**config.mk**
```make
export PLATFORM = sky130hd
export DESIGN_NAME = usb_tx_ep_ctrl
export DESIGN_NICKNAME = d
export VERILOG_FILES = /design/src/rtl/usb_tx_pkg.sv /design/src/rtl/usb_tx_ep_regs.sv /design/src/rtl/usb_tx_byte_cnt.sv /design/src/rtl/usb_tx_pkt_seq.sv /design/src/rtl/usb_tx_dma_req.sv /design/src/rtl/usb_tx_ep_ctrl.sv
export SDC_FILE = /design/constraint.sdc
export NUM_CORES = 1
export LEC_CHECK = 0
export BUFFER_PORTS_ARGS = -buffer_cell sky130_fd_sc_hd__buf_2
export CAP_MARGIN = 5
export CELL_PAD_IN_SITES_DETAIL_PLACEMENT = 0
export CELL_PAD_IN_SITES_GLOBAL_PLACEMENT = 1
export CORE_ASPECT_RATIO = 1.25
export CORE_MARGIN = 1.5
export CORE_UTILIZATION = 25
export CTS_CLUSTER_SIZE = 30
export DETAILED_ROUTE_END_ITERATION = 8
export PLACE_DENSITY_LB_ADDON = 0.1
export RECOVER_POWER = 50
export SYNTH_ARGS = -nofsm -noshare
export SYNTH_HDL_FRONTEND = slang
export SYNTH_SLANG_ARGS = --single-unit
```
**constraint.sdc**
```tcl
create_clock -name clk_i -period 4.7 [get_ports clk_i]
set_input_delay 0.235 -clock clk_i [delete_from_list [all_inputs] [get_ports clk_i]]
set_output_delay 0.235 -clock clk_i [all_outputs]
set_load 0.01 [all_outputs]
```
**src/rtl/usb_tx_pkg.sv**
```systemverilog
package usb_tx_pkg;
  localparam int unsigned B_PKT_RDY  = 0;
  localparam int unsigned B_DMA_MODE = 2;
  localparam int unsigned B_FORCE    = 3;
  localparam int unsigned B_DMA_EN   = 4;
  localparam int unsigned B_DIR_TX   = 5;
  localparam int unsigned B_ISO      = 6;
  localparam int unsigned B_AUTO     = 7;

  typedef struct packed {
    logic auto_set;
    logic iso;
    logic dir_tx;
    logic dma_en;
    logic dma_mode;
  } ep_ctl_t;
endpackage

```
**src/rtl/usb_tx_ep_regs.sv**
```systemverilog
module usb_tx_ep_regs
  import usb_tx_pkg::*;
(
  input  logic       clk_i,
  input  logic       rst_ni,
  input  logic       we_i,
  input  logic [7:0] wdata_i,
  output ep_ctl_t    ctl_o
);
  ep_ctl_t ctl_q;
  logic    mode_hold;

  // mode may only drop together with, or after, enable
  assign mode_hold = ctl_q.dma_en & ctl_q.dma_mode & wdata_i[B_DMA_EN];

  always_ff @(posedge clk_i or negedge rst_ni) begin
    if (!rst_ni) begin
      ctl_q <= '0;
    end else if (we_i) begin
      ctl_q.auto_set <= wdata_i[B_AUTO];
      ctl_q.iso      <= wdata_i[B_ISO];
      ctl_q.dir_tx   <= wdata_i[B_DIR_TX];
      ctl_q.dma_en   <= wdata_i[B_DMA_EN];
      ctl_q.dma_mode <= wdata_i[B_DMA_MODE] | mode_hold;
    end
  end

  assign ctl_o = ctl_q;
endmodule

```
**src/rtl/usb_tx_byte_cnt.sv**
```systemverilog
module usb_tx_byte_cnt #(
  parameter int unsigned CNT_W = 11
) (
  input  logic             clk_i,
  input  logic             rst_ni,
  input  logic             load_i,
  input  logic             hold_i,
  input  logic             clr_i,
  input  logic             auto_en_i,
  input  logic [CNT_W-1:0] max_i,
  output logic [CNT_W-1:0] cnt_o,
  output logic             below_max_o,
  output logic             hit_o
);
  logic [CNT_W-1:0] cnt_q;
  logic [CNT_W:0]   cnt_inc;
  logic             take;

  assign cnt_inc     = {1'b0, cnt_q} + 1'b1;
  assign below_max_o = cnt_q < max_i;
  assign take        = load_i & ~hold_i & below_max_o;
  assign hit_o       = take & auto_en_i & (cnt_inc == {1'b0, max_i});

  always_ff @(posedge clk_i or negedge rst_ni) begin
    if (!rst_ni)   cnt_q <= '0;
    else if (clr_i) cnt_q <= '0;
    else if (take)  cnt_q <= cnt_inc[CNT_W-1:0];
  end

  assign cnt_o = cnt_q;
endmodule

```
**src/rtl/usb_tx_pkt_seq.sv**
```systemverilog
module usb_tx_pkt_seq (
  input  logic clk_i,
  input  logic rst_ni,
  input  logic iso_i,
  input  logic force_i,
  input  logic sw_set_i,
  input  logic auto_hit_i,
  input  logic done_i,
  input  logic ack_i,
  output logic pkt_rdy_o,
  output logic tog_o,
  output logic flush_o,
  output logic cnt_clr_o
);
  logic rdy_q, tog_q, flush_q;
  logic rdy_d, tog_d, clr;

  always_comb begin
    rdy_d = rdy_q;
    tog_d = tog_q;
    clr   = 1'b0;
    if (force_i) begin
      rdy_d = 1'b0;
      clr   = 1'b1;
      tog_d = iso_i ? 1'b0 : ~tog_q;
    end else if (done_i && rdy_q && iso_i) begin
      rdy_d = 1'b0;
      clr   = 1'b1;
      tog_d = 1'b0;
    end else if (done_i && rdy_q && ack_i) begin
      rdy_d = 1'b0;
      clr   = 1'b1;
      tog_d = ~tog_q;
    end else if (sw_set_i || auto_hit_i) begin
      rdy_d = 1'b1;
    end
  end

  always_ff @(posedge clk_i or negedge rst_ni) begin
    if (!rst_ni) begin
      rdy_q   <= 1'b0;
      tog_q   <= 1'b0;
      flush_q <= 1'b0;
    end else begin
      rdy_q   <= rdy_d;
      tog_q   <= tog_d;
      flush_q <= force_i;
    end
  end

  assign pkt_rdy_o = rdy_q;
  assign tog_o     = tog_q;
  assign flush_o   = flush_q;
  assign cnt_clr_o = clr;
endmodule

```
**src/rtl/usb_tx_dma_req.sv**
```systemverilog
module usb_tx_dma_req (
  input  logic en_i,
  input  logic mode_i,
  input  logic auto_en_i,
  input  logic pkt_rdy_i,
  input  logic below_max_i,
  output logic req_o
);
  logic req_m0, req_m1;
  assign req_m0 = ~pkt_rdy_i;
  assign req_m1 = auto_en_i & ~pkt_rdy_i & below_max_i;
  assign req_o  = en_i & (mode_i ? req_m1 : req_m0);
endmodule

```
**src/rtl/usb_tx_ep_ctrl.sv**
```systemverilog
module usb_tx_ep_ctrl
  import usb_tx_pkg::*;
#(
  parameter int unsigned CNT_W       = 11,
  parameter bit          SHARED_FIFO = 1'b1
) (
  input  logic             clk_i,
  input  logic             rst_ni,
  input  logic             host_mode_i,
  input  logic [CNT_W-1:0] max_pkt_i,
  input  logic             ctl_we_i,
  input  logic [7:0]       ctl_wdata_i,
  output logic [7:0]       ctl_rdata_o,
  input  logic             fifo_load_i,
  input  logic             txn_done_i,
  input  logic             txn_ack_i,
  output logic             pkt_rdy_o,
  output logic             data_tog_o,
  output logic             flush_o,
  output logic             dma_req_o,
  output logic             tx_dir_o
);
  ep_ctl_t          ctl;
  logic             iso_eff, force_wr, sw_set;
  logic             cnt_clr, below_max, auto_hit, pkt_rdy;
  logic [CNT_W-1:0] cnt;
  logic             unused_bit1;

  assign unused_bit1 = ctl_wdata_i[1];
  assign iso_eff  = ctl.iso & ~host_mode_i;
  assign force_wr = ctl_we_i & ctl_wdata_i[B_FORCE];
  assign sw_set   = ctl_we_i & ctl_wdata_i[B_PKT_RDY];

  usb_tx_ep_regs u_regs (
    .clk_i   (clk_i),
    .rst_ni  (rst_ni),
    .we_i    (ctl_we_i),
    .wdata_i (ctl_wdata_i),
    .ctl_o   (ctl)
  );

  usb_tx_byte_cnt #(.CNT_W(CNT_W)) u_cnt (
    .clk_i       (clk_i),
    .rst_ni      (rst_ni),
    .load_i      (fifo_load_i),
    .hold_i      (pkt_rdy),
    .clr_i       (cnt_clr),
    .auto_en_i   (ctl.auto_set),
    .max_i       (max_pkt_i),
    .cnt_o       (cnt),
    .below_max_o (below_max),
    .hit_o       (auto_hit)
  );

  usb_tx_pkt_seq u_seq (
    .clk_i      (clk_i),
    .rst_ni     (rst_ni),
    .iso_i      (iso_eff),
    .force_i    (force_wr),
    .sw_set_i   (sw_set),
    .auto_hit_i (auto_hit),
    .done_i     (txn_done_i),
    .ack_i      (txn_ack_i),
    .pkt_rdy_o  (pkt_rdy),
    .tog_o      (data_tog_o),
    .flush_o    (flush_o),
    .cnt_clr_o  (cnt_clr)
  );

  usb_tx_dma_req u_dma (
    .en_i        (ctl.dma_en),
    .mode_i      (ctl.dma_mode),
    .auto_en_i   (ctl.auto_set),
    .pkt_rdy_i   (pkt_rdy),
    .below_max_i (below_max),
    .req_o       (dma_req_o)
  );

  generate
    if (SHARED_FIFO) begin : g_shared
      assign tx_dir_o = ctl.dir_tx;
    end else begin : g_dedicated
      assign tx_dir_o = 1'b1;
    end
  endgenerate

  assign pkt_rdy_o   = pkt_rdy;
  assign ctl_rdata_o = {ctl.auto_set, iso_eff, ctl.dir_tx, ctl.dma_en,
                        1'b0, ctl.dma_mode, 1'b0, pkt_rdy};
endmodule

```
* After elaboration in Yosys (flattened, before gate mapping)
Cells that the tools add are included.
** Storage, ports and cells
- Register bits after elaboration :: 19
- Bits of input ports :: 26
- Output and inout port bits :: 13
- Logic and storage cells :: 49
** Operators by class
- Add/sub/neg operators :: 1
- $lt $le $gt $ge :: 1
- Equality and inequality tests :: 1
- Muxes and demuxes :: 14
- Bitwise operators :: 16
- Reductions and logical operators :: 7
** Operators by type and width (count)
- 11-bit 2-to-1 mux :: 2
- 11-bit by 1-bit adder with 12-bit output (second input constant) :: 1
- 1-bit AND :: 12
- 12-bit by 11-bit == test with 1-bit output :: 1
- 1-bit 2-to-1 mux :: 12
- 11-bit < comparator :: 1
- 4-bit nonzero test :: 1
- 1-bit logical AND :: 3
- 1-bit inverter :: 3
- 3-bit nonzero test :: 1
- 2-bit nonzero test :: 1
- 1-bit logical OR :: 1
- 1-bit OR :: 1

* Depth between registers and ports, before layout
- Word-level depth :: 10
- Mapped depth :: 10
- Gate-level depth less buffers :: 8

* Cells and area by module
From an unflattened synthesis, not the netlist that was laid out.
** Second synthesis, totals
- Cells, all modules :: 172
- Area total of the unflattened synthesis :: 1571.5 µm²
** By module, submodules not included
- usb_tx_byte_cnt :: instances 1, cells an instance 139, area an instance 1174.9 µm², seq. area each 275.3 µm²
- usb_tx_ep_regs :: instances 1, cells an instance 12, area an instance 188.9 µm², seq. area each 125.1 µm²
- usb_tx_pkt_seq :: instances 1, cells an instance 9, area an instance 121.4 µm², seq. area each 75.1 µm²
- usb_tx_ep_ctrl :: instances 1, cells an instance 9, area an instance 67.6 µm², seq. area each 0.0 µm²
- usb_tx_dma_req :: instances 1, cells an instance 3, area an instance 18.8 µm², seq. area each 0.0 µm²

* Worst setup path before layout
Ideal clock, no wire load.
- Path kind :: reg2reg
- Start point :: register u_cnt.cnt_q[6], in the netlist u_cnt.cnt_o[6]
- End point :: register u_cnt.cnt_q[9], in the netlist u_cnt.cnt_o[9]
- Setup time :: 0.082 ns
- Arrival :: 1.788 ns
- Required time :: 4.618 ns
- Path slack :: 2.830 ns
- Stages on the path, launching flop included :: 10
- Buffers on the path :: 2
- Period minus slack after synthesis :: 1.870 ns
- Cell sequence :: dfrtp_1 ha_1 a211oi_1 o21ai_0 a21oi_1 and3_1 buf_4 buf_6 o31ai_1 a31oi_1
** On the way
- Longest elaborated chain between the ends :: 3
- Elaborated cells between the ends (all ways) :: 6
- Classes of those cells :: add/sub (1); order compare (1); mux (2); bitwise (1); reduce/logical (1)
** RTL lines
- start: declaration :: line usb_tx_byte_cnt.sv:15 : logic [CNT_W-1:0] cnt_q;
- start signal: assignment :: line usb_tx_byte_cnt.sv:27 : else if (take) cnt_q <= cnt_inc[CNT_W-1:0];
- 11-bit by 1-bit adder with 12-bit output or 11-bit < comparator (tied branches) :: line usb_tx_byte_cnt.sv:19, usb_tx_byte_cnt.sv:20
- 11-bit 2-to-1 mux or 1-bit AND (tied branches) :: line usb_tx_byte_cnt.sv:27, usb_tx_byte_cnt.sv:21
- 11-bit 2-to-1 mux or 2-bit nonzero test (tied branches)
Several ways; a longest one is shown, not always the timed one. The select of a mux whose other input is x is not followed.
A chain may end at the register's enable or synchronous reset.

* Final worst setup path
- Start point :: register u_cnt.cnt_q[1], in the netlist u_cnt.cnt_o[1]
- End point :: register u_cnt.cnt_q[9], in the netlist u_cnt.cnt_o[9]
Same word-level chain as after synthesis.

==> flow_metrics.env <==
export IMPL_grt_pass1_wl_um=6630
export IMPL_start_util_pct=26.3
export IMPL_slew_violations=0
export IMPL_grt_start_max_net_pins=20
export IMPL_async_flop_share_pct=100
export IMPL_ant_nets=0
export IMPL_top_level_ports=39
export IMPL_path_clk_slew_ns=0.08
export IMPL_cp_required_ns=4.88
export IMPL_synth_top_area_share_pct=30.7
export IMPL_clockPowerShare_pct=24.9
export IMPL_yosysTopAreaCell="dfrtp_1"
export IMPL_cts_hold_fix_buffers=1
export IMPL_ir_worst_vdd_v=0.0000976
export IMPL_p_sw_mw=0.169
export IMPL_critPathLaunchType="register"
export IMPL_cts_path_max_buffers=2
export IMPL_dieArea_um2=6690
export IMPL_core_rowCount=31
export IMPL_place_congestion=0.819
export IMPL_synth_area_leaders="dfrtp_1, ha_1, xnor2_1"
export IMPL_root_buffer="clkbuf_8"
export IMPL_post_cts_resized=0
export IMPL_syn_area_per_cell_um2=8.76
export IMPL_cp_slowest_cell="and3_1"
export IMPL_drc=0
export IMPL_core_area_um2=5900
export IMPL_hold_class="in -> reg"
export IMPL_die_w_um=73.4
export IMPL_internal_power_mw=0.311
export IMPL_min_period_over_period_pct=51.4
export IMPL_vias=1358
export IMPL_drt_initial_drc_count=50
export IMPL_pwr_share_comb_pct=30.2
export IMPL_crit_type="reg -> reg"
export IMPL_ys_flop_type="dfrtp_1"
export IMPL_p_per_area_nw_per_um2=270
export IMPL_drtPass1Iterations=4
export IMPL_routed_via_density=4.76
export IMPL_ys_types=41
export IMPL_max_slew_margin_pct=24.2
export IMPL_switching_share_pct=35.2
export IMPL_seqPwrFrac_pct=44.9
export IMPL_ctsHtreeMaxLevel=1
export IMPL_max_freq_mhz=414
export IMPL_grtUsageTotal_pct=12.7
export IMPL_die_h_um=91.0
export IMPL_synthesis_area_um2=1550
export IMPL_outcome="completed"
export IMPL_worstPathArrival_ns=2.59
export IMPL_tns_ns=0
export IMPL_clock_latency_ns=0.26
export IMPL_min_from="ctl_wdata_i[6]"
export IMPL_max_stage_delay_ns=0.64
export IMPL_fin_crit_ns=2.42
export IMPL_fin_area_um2=1780
export IMPL_grt_remaining_overflow=0
export IMPL_rsz0062_at_grt="no"
export IMPL_syn_inst=177
export IMPL_hold_viol_final=0
export IMPL_nNetsFinal=242
export IMPL_crit_fanout=17
export IMPL_p_total_mw=0.481
export IMPL_ys_seq_elements=19
export IMPL_antenna_cells=0
export IMPL_crit_chain="ha_1, nor2b_1, o21a_1, o21ai_1, and3_1, o31ai_1, a31oi_1"
export IMPL_layout_drive_gt1_share_pct=22.2
export IMPL_cts_sinks=19
export IMPL_grt_pass1_vias=1339
export IMPL_area_growth_pct=14.8
export IMPL_antenna_found_initial=0
export IMPL_cts_setup_buffers=0
export IMPL_finalClockSkew_ns=0.00124
export IMPL_wl_per_cell_um=14.3
export IMPL_portBuffers=35
export IMPL_cts_buffers=3
export IMPL_synth_edff_count=0
export IMPL_yosys_warnings=0
export IMPL_setup_viol=0
export IMPL_drt_wl_total_um=4090
export IMPL_cts_tree="built"
export IMPL_regToRegStartpoint="u_cnt.cnt_o[1]"
export IMPL_power_static_leakage_nw=0.840
export IMPL_worstSetupEndpointType="register"
export IMPL_seq_area_frac_synth_pct=30.7
export IMPL_worstMarginPinSlew_ns=1.14
export IMPL_critPathLaunch="u_cnt.cnt_o[1]"
export IMPL_dp_hpwl_um=3220
export IMPL_drv_cap=0
export IMPL_place_area_um2=1730
-- metal layers --
| layer | vias to the layer above | global-route usage, % | share of wire (%) |
|---|---|---|---|
| met5 | - | 0 | 0 |
| met4 | 0 | 3.55 | 0.71 |
| met3 | 2 | 1.66 | 5.0 |
| met2 | 46 | 22.8 | 52 |
| met1 | 632 | 15.6 | 42 |
| li1 | 678 | - | - |
-- cell type report --
class,count,area [µm²]
Clock buffer,4,45.0
Timing Repair Buffer,36,183
Tap cell,82,103
Fill cell,674,4120
Inverter,13,48.8
Sequential cell,19,475
Multi-Input combinational cell,131,925
-- registers in the layout, indices dropped and copies added, names as in the netlist --
signal,count
u_regs.ctl_o,5
u_seq.flush_o,1
u_seq.pkt_rdy_o,1
u_cnt.cnt_o,11
u_seq.tog_o,1
-- power by group through the flow --
stage	Clock [mW]	Combinational, mW	Sequential (mW)
3_3_place_gp	0	0.144	0.216
5_1_grt	0.130	0.163	0.219
4_1_cts	0.124	0.149	0.215
2_1_floorplan	0	0.114	0.207
6_report	0.120	0.145	0.216
3_5_place_dp	0	0.147	0.218
-- cell usage after synthesis (all sizes together) (2+ instances only) --
cell    count
and3        5
nand2b      2
nor2        7
a31oi       7
ha         12
nand2      13
xnor2       9
nand3       9
nor3        2
a21oi      13
nor4b       2
nand4       5
nor2b       4
dfrtp      19
xor2        5
a22o        2
a21o        2
o211ai      2
o21ai       7
mux2        5
buf        14
nor4        2
o21a        2
o31ai       3
a41oi       2
inv        13
-- path summary, 6_finish.rpt --
| check | to | slack, ns | cells after the start |
|---|---|---|---|
| min in group asynchronous | u_cnt.cnt_o[3] | 0.71 | 2 |
| hold reg to reg | u_regs.ctl_o[3] | 0.52 | 1 |
| setup / recovery | u_cnt.cnt_o[9] | 2.28 | 7 |
| max in group asynchronous | u_cnt.cnt_o[10] | 3.31 | 2 |
| hold / removal | u_regs.ctl_o[3] | 0.21 | 2 |
| setup reg to reg | u_cnt.cnt_o[9] | 2.28 | 7 |
-- placed cells by master (no fill, tap or decap), drive strengths merged, types with 2 or more instances in the layout --
master | Yosys | final
a31oi | 7 | 7
a41oi | 2 | 2
a22o | 2 | 2
clkbuf | 1 | 6
o21ai | 7 | 7
o21a | 2 | 2
a21o | 2 | 2
conb | 1 | 2
and3 | 5 | 5
nor2 | 7 | 7
nand2 | 13 | 13
ha | 12 | 12
nand2b | 2 | 2
buf | 14 | 33
mux2 | 5 | 5
nand3 | 9 | 9
inv | 13 | 13
a21oi | 13 | 13
xor2 | 5 | 5
dfrtp | 19 | 19
o31ai | 3 | 3
nor3 | 2 | 2
nand4 | 5 | 5
o211ai | 2 | 2
nor4 | 2 | 2
nor2b | 4 | 4
xnor2 | 9 | 9
nor4b | 2 | 2
-- through the flow --
stage	hold WS, ns	setup slack (ns)	cells	utilization (%)
after floorplan	-0.0606	2.83	178	-
after global placement	0.228	2.32	280	29.3
after detailed placement	0.222	2.29	280	29.3
after CTS	0.201	2.28	285	30.2
after global routing	0.203	2.01	285	30.2
final	0.205	2.28	285	30.2
-- critical path: cells and delay by family (launching register included) --
| family | cells | cell delay [ns] |
|---|---|---|
| AO/OA/AOI/OAI | 4 | 0.83 |
| adder cells (fa/ha/maj) | 1 | 0.30 |
| flip-flops | 1 | 0.45 |
| AND/OR/NAND/NOR | 2 | 0.77 |
-- kinds of logic (layout without fill, tap and decap cells) --
group           Yosys count  count (layout)  synth area share [%]
compound gates           45              45                  19.0
xor+xnor                 14              14                  7.91
fa+ha+maj                12              12                  9.68
buf+inv                  28              53                  9.93
flops                    19              19                  30.7
mux                       6               6                  4.28
other cells               1               2                 0.242
simple gates             52              52                  18.3
(Power assumes the default switching activity.)
